### src/rtl/bfly_pkg.sv
package bfly_pkg;
  timeunit 1ns;
  timeprecision 1ps;

  // line index on side `side` of element `elem` in a stage that switches line bit `b`
  function automatic int line_of(int elem, int b, int side);
    int lo;
    int hi;
    lo = elem & ((1 << b) - 1);
    hi = elem >> b;
    return (hi << (b + 1)) | (side << b) | lo;
  endfunction
endpackage

### src/rtl/bfly_elem.sv
module bfly_elem #(
  parameter int FLIT_W = 19,
  parameter int SEL    = 16
) (
  input  logic                   clk_i,
  input  logic                   rst_ni,
  input  logic [1:0]             in_valid_i,
  output logic [1:0]             in_ready_o,
  input  logic [1:0][FLIT_W-1:0] in_flit_i,
  output logic [1:0]             out_valid_o,
  input  logic [1:0]             out_ready_i,
  output logic [1:0][FLIT_W-1:0] out_flit_o
);
  timeunit 1ns;
  timeprecision 1ps;

  logic [1:0]             want [2];   // want[o][i]
  logic [1:0]             dir;
  logic [1:0]             win, busy, slot_free;
  logic [1:0]             prio_q;     // 0: upper input favoured
  logic [1:0]             vq;
  logic [1:0][FLIT_W-1:0] dq;

  always_comb begin
    for (int i = 0; i < 2; i++) dir[i] = in_flit_i[i][SEL];
    for (int o = 0; o < 2; o++) begin
      for (int i = 0; i < 2; i++) want[o][i] = in_valid_i[i] && (dir[i] == 1'(o));
      busy[o]      = |want[o];
      win[o]       = (&want[o]) ? prio_q[o] : want[o][1];
      slot_free[o] = !vq[o] || out_ready_i[o];
    end
    for (int i = 0; i < 2; i++)
      in_ready_o[i] = in_valid_i[i] && slot_free[dir[i]] && (win[dir[i]] == 1'(i));
  end

  always_ff @(posedge clk_i or negedge rst_ni) begin
    if (!rst_ni) begin
      vq     <= '0;
      dq     <= '0;
      prio_q <= '0;
    end else begin
      for (int o = 0; o < 2; o++) begin
        if (slot_free[o]) begin
          vq[o] <= busy[o];
          if (busy[o]) dq[o] <= in_flit_i[win[o]];
          if (&want[o]) prio_q[o] <= ~win[o];
        end
      end
    end
  end

  assign out_valid_o = vq;
  assign out_flit_o  = dq;
endmodule

### src/rtl/bfly_stage.sv
module bfly_stage
  import bfly_pkg::*;
#(
  parameter int LINES  = 8,
  parameter int FLIT_W = 19,
  parameter int BIT    = 2,
  parameter int SEL    = 18
) (
  input  logic                       clk_i,
  input  logic                       rst_ni,
  input  logic [LINES-1:0]           in_valid_i,
  output logic [LINES-1:0]           in_ready_o,
  input  logic [LINES-1:0][FLIT_W-1:0] in_flit_i,
  output logic [LINES-1:0]           out_valid_o,
  input  logic [LINES-1:0]           out_ready_i,
  output logic [LINES-1:0][FLIT_W-1:0] out_flit_o
);
  timeunit 1ns;
  timeprecision 1ps;

  localparam int ELEMS = LINES / 2;

  for (genvar e = 0; e < ELEMS; e++) begin : g_elem
    localparam int L0 = line_of(e, BIT, 0);
    localparam int L1 = line_of(e, BIT, 1);
    logic [1:0]             rdy, ov;
    logic [1:0][FLIT_W-1:0] of;

    bfly_elem #(.FLIT_W(FLIT_W), .SEL(SEL)) u_elem (
      .clk_i      (clk_i),
      .rst_ni     (rst_ni),
      .in_valid_i ({in_valid_i[L1], in_valid_i[L0]}),
      .in_ready_o (rdy),
      .in_flit_i  ({in_flit_i[L1], in_flit_i[L0]}),
      .out_valid_o(ov),
      .out_ready_i({out_ready_i[L1], out_ready_i[L0]}),
      .out_flit_o (of)
    );

    assign in_ready_o[L0]  = rdy[0];
    assign in_ready_o[L1]  = rdy[1];
    assign out_valid_o[L0] = ov[0];
    assign out_valid_o[L1] = ov[1];
    assign out_flit_o[L0]  = of[0];
    assign out_flit_o[L1]  = of[1];
  end
endmodule

### src/rtl/bfly_net.sv
module bfly_net #(
  parameter int TAG_W  = 3,
  parameter int DATA_W = 16
) (
  input  logic                              clk_i,
  input  logic                              rst_ni,
  input  logic [(1<<TAG_W)-1:0]             in_valid_i,
  output logic [(1<<TAG_W)-1:0]             in_ready_o,
  input  logic [(1<<TAG_W)-1:0][TAG_W-1:0]  in_tag_i,
  input  logic [(1<<TAG_W)-1:0][DATA_W-1:0] in_data_i,
  output logic [(1<<TAG_W)-1:0]             out_valid_o,
  input  logic [(1<<TAG_W)-1:0]             out_ready_i,
  output logic [(1<<TAG_W)-1:0][TAG_W-1:0]  out_tag_o,
  output logic [(1<<TAG_W)-1:0][DATA_W-1:0] out_data_o
);
  timeunit 1ns;
  timeprecision 1ps;

  localparam int N      = 1 << TAG_W;
  localparam int FLIT_W = TAG_W + DATA_W;
  localparam int STAGES = TAG_W;

  logic [N-1:0]             lv [STAGES+1];
  logic [N-1:0]             lr [STAGES+1];
  logic [N-1:0][FLIT_W-1:0] lf [STAGES+1];

  assign lv[0]          = in_valid_i;
  assign in_ready_o     = lr[0];
  assign lr[STAGES]     = out_ready_i;
  assign out_valid_o    = lv[STAGES];

  for (genvar p = 0; p < N; p++) begin : g_port
    assign lf[0][p]      = {in_tag_i[p], in_data_i[p]};
    assign out_tag_o[p]  = lf[STAGES][p][FLIT_W-1:DATA_W];
    assign out_data_o[p] = lf[STAGES][p][DATA_W-1:0];
  end

  // stage s steers on tag bit TAG_W-1-s and switches the same line bit
  for (genvar s = 0; s < STAGES; s++) begin : g_stage
    bfly_stage #(
      .LINES (N),
      .FLIT_W(FLIT_W),
      .BIT   (TAG_W - 1 - s),
      .SEL   (DATA_W + TAG_W - 1 - s)
    ) u_stage (
      .clk_i      (clk_i),
      .rst_ni     (rst_ni),
      .in_valid_i (lv[s]),
      .in_ready_o (lr[s]),
      .in_flit_i  (lf[s]),
      .out_valid_o(lv[s+1]),
      .out_ready_i(lr[s+1]),
      .out_flit_o (lf[s+1])
    );
  end
endmodule

### config.mk
export PLATFORM = sky130hd
export DESIGN_NAME = bfly_net
export DESIGN_NICKNAME = d
export VERILOG_FILES = /design/src/rtl/bfly_pkg.sv /design/src/rtl/bfly_elem.sv /design/src/rtl/bfly_stage.sv /design/src/rtl/bfly_net.sv
export SDC_FILE = /design/constraint.sdc
export NUM_CORES = 1
export LEC_CHECK = 0
export BUFFER_PORTS_ARGS = -buffer_cell sky130_fd_sc_hd__buf_4
export CAP_MARGIN = 5
export CORE_MARGIN = 1
export CORE_UTILIZATION = 40
export CTS_CLUSTER_DIAMETER = 80
export DETAILED_ROUTE_END_ITERATION = 12
export REMOVE_ABC_BUFFERS = 1
export SLEW_MARGIN = 0
export SYNTH_ARGS = -nofsm -noshare
export SYNTH_HDL_FRONTEND = slang
export SYNTH_SLANG_ARGS = --single-unit
### constraint.sdc
create_clock -name clk_i -period 2.3 [get_ports clk_i]
set_input_delay 0.115 -clock clk_i [delete_from_list [all_inputs] [get_ports clk_i]]
set_output_delay 0.115 -clock clk_i [all_outputs]
set_load 0.05 [all_outputs]
==> metrics.yaml <==
status:
  status: "complete, but fails checks"
  violations_in_the_final_reports: "setup timing"
power:
  p_leak_uw: 0.0148
  total_power_uw: 55600
  power_density_of_the_placed_cells_nw_per_um2: 1700
  irDropWorstVdd_mv: 1.03
sta:
  slew_headroom: 0.475
  worst_hold_slack_ns: 0.0174
  worst_tran_pin_value_ns: 0.787
  setup_viol_count_final: 53
  fin_crit_ns: 2.66
  totalNegativeSetupSlack_ns: -5.21
  rsz_0062_raised_after_global_routing: "true"
  worst_clock_skew_ns: 0.0280
  maxSlewViolCount: 0
  max_clock_freq_mhz: 376
  postLayoutSetupSlackWorst_ns: -0.360
  post-route-period-util: 1.16
  finalHoldViolCount: 0
global_route:
  grt_pass1_wl_um: 119000
  antenna_violations_before_repair: 4
  maximum_number_of_pins_on_one_net_before_global_route_repair: 72
  first_global_vias: 19400
  grtUsageTotal: 0.263
  grt_overflow_total: 0
yosys:
  ffs_latches_synth: 504
  synth_top_area_cell: "dfrtp_1"
  synth-edff-count: 0
  dominantRegCellSynth: "dfrtp_1"
  synth_top_area_share: 0.528
  synth_top_cells_by_area: "dfrtp_1 53%, mux2i_1 14%, mux2_2 8.7%"
  syn_inst: 2182
  post_synth_instance_area_sq_um: 23900
  post_synth_num_cell_types: 61
  async_flop_share: 1.00
  syn_area_per_cell_sq_um: 10.9
  yosysWarningCount: 0
  yosysSeqAreaShare: 0.528
place:
  dp.final_hpwl_um: 58600
  dp_slack_ns: -0.0495
  port-buffer-count: 337
  gp_congestion: 0.905
cells_and_area:
  final_layout_size_suffix_gt1_frac: 0.300
  fillCellCount: 5072
  num-nets-final: 2984
  final_core_utilization: 0.556
  syn2layout_area_growth_pct: 37.3
clock_tree:
  clkSlewWorstSetupHoldPaths_ns: 0.06
  tritoncts_clock_tree: "done"
  numCtsBuffers: 54
  h_tree_level_count: 2
  cts_root_buf: "clkbuf_16"
  tritoncts_num_sinks: 504
  clk_latency_ns: 0.62
  cts.path.max_buffers: 3
route:
  route.detailed.drc: 0
  drtIter0Drc: 1265
  route.detailed.wl_per_inst_um: 22.0
  drt_first_pass_iters: 5
  detail_route.wirelength_um: 80000
  via_cell_ratio: 5.29
  routed-via-count: 19200
  detail-route-antenna-nets: 0
min_path:
  hold_class: "primary input to register"
worst_setup_path:
  data_arrival_critical_path_ns: 2.54
  critical_path.startpoint_type: "register"
  worst-endpoint-required_ns: 2.18
  timing.critical_path.to_type: "output port"
  worstSetupPathType: "register to output port"
  timing.critical_path.fanout_max: 3
flow_run:
  maxcap_viol_count: 0
die:
  floorplan.core_area_sq_um: 59000
  rows: 89
  ioPinCount: 338
  die-area_sq_um: 60700
  dieWidth_um: 246
  start_util: 0.405
  die_y_um: 246
## logic make-up after synthesis
group | Yosys count | share of synthesized area
xor gates and xnor gates | 24 | 0.00880
and+or+nand+nor | 555 | 0.103
AOI/OAI and AO/OA | 434 | 0.102
muxes | 525 | 0.232
DFF | 504 | 0.528
buffers and inverters | 140 | 0.0260
## registers in the layout, summed over array words and instances (netlist names)
name                                       flops
g_stage.u_stage.g_elem.u_elem.out_flit_o     456
g_stage.u_stage.g_elem.u_elem.prio_q          24
g_stage.u_stage.g_elem.u_elem.out_valid_o     24
## power by group
group | total, uW | switching, uW | internal (uW) | leakage [uW]
sequential | 17400 | 4040 | 13300 | 0.00574
clock | 8870 | 3660 | 5210 | 0.000887
combinational | 29400 | 17600 | 11900 | 0.00820
total | 55600 | 25300 | 30400 | 0.0148
## metrics by stage
step,area [sq um],cells
after floorplan,23300,2056
after global placement,28000,3273
after detailed placement,28000,3273
after CTS,32400,3609
after global routing,32800,3628
final,32800,3631
## layout make-up
type	count	area, sq um	share of cell area
tap	773	967	0.0295
clock inverter	18	200	0.00611
multi-input combinational	1538	11100	0.339
inverter	14	52.6	0.00160
clock buffer	79	1590	0.0484
sequential	504	12600	0.385
timing repair buffer	702	6230	0.190
antenna	3	7.51	0.000229
## cell usage after synthesis, types with 16 or more instances
master    number
a21oi_1      245
a31oi_1       17
buf_2         33
clkbuf_1      76
dfrtp_1      504
mux2_2       185
mux2i_1      323
nand2_1      177
nand2b_1      20
nand3_1       17
nor2_1       234
nor2b_1       34
nor3_1        16
o21ai_0      116
or2_2         18
## timing repair
action / in CTS / in global routing
endpoints found under the setup margin: 27 / 132
gates resized for setup: 54 / 51
buffers inserted: 8 / 13
endpoints found under the hold margin: 373 / 3
hold buffers: 231 / 2
gates cloned: 0 / 4
pin swaps: 18 / 11
## cells in the final DEF, fill, tap and decap left out, drive strengths merged, types with 5 or more instances in the layout
cell type | netlist | final
dlygate4sd3 | 0 | 233
inv | 14 | 16
xnor2 | 11 | 11
clkinv | 0 | 11
a21oi | 246 | 246
or2 | 20 | 20
nor2b | 34 | 34
nor3b | 8 | 8
and2 | 11 | 11
nor2 | 236 | 236
mux2 | 202 | 202
buf | 50 | 466
o21ai | 121 | 121
nand2 | 177 | 177
o21bai | 8 | 8
dfrtp | 504 | 504
xor2 | 13 | 13
nand2b | 21 | 21
nand3 | 17 | 17
nor3 | 16 | 16
mux2i | 323 | 323
a31oi | 19 | 19
o21a | 5 | 5
a21boi | 10 | 10
clkbuf | 76 | 82
and3b | 6 | 6
## path summary, 6_finish.rpt
check                      depth (start not counted)                                                       from                                                        end  slack, ns
min in group asynchronous                          2                                                     rst_ni                                                  async pin       0.08
hold reg to reg                                    1  g_stage[2].u_stage.g_elem[3].u_elem.prio_q[1]$_DFFE_PN0P_  g_stage[2].u_stage.g_elem[3].u_elem.prio_q[1]$_DFFE_PN0P_       0.46
setup / recovery                                   7  g_stage[2].u_stage.g_elem[3].u_elem.prio_q[0]$_DFFE_PN0P_                                              in_ready_o[2]      -0.36
hold / removal                                     3                                              in_data_i[83]                                                   register       0.02
setup reg to reg                                   9                                                   register                                                   register      -0.10
max in group asynchronous                          3                                                     rst_ni  g_stage[0].u_stage.g_elem[1].u_elem.prio_q[1]$_DFFE_PN0P_       1.32
## layer usage
metal	track usage	vias to the layer above	routed length, um
met5	0	-	0
met4	0.0635	0	1670
met3	0.0590	98	5380
met2	0.420	527	37800
met1	0.360	9686	35200
li1	-	8913	-
## worst max-delay path, stage by stage, from the launching register on
cell     delay, ns
dfrtp_1       0.38
or3b_4        0.41
a221o_1       0.35
nand4_1       0.15
a31oi_4       0.13
buf_6         0.17
o31ai_4       0.17
buf_6         0.19
(Power assumes the default switching activity.)
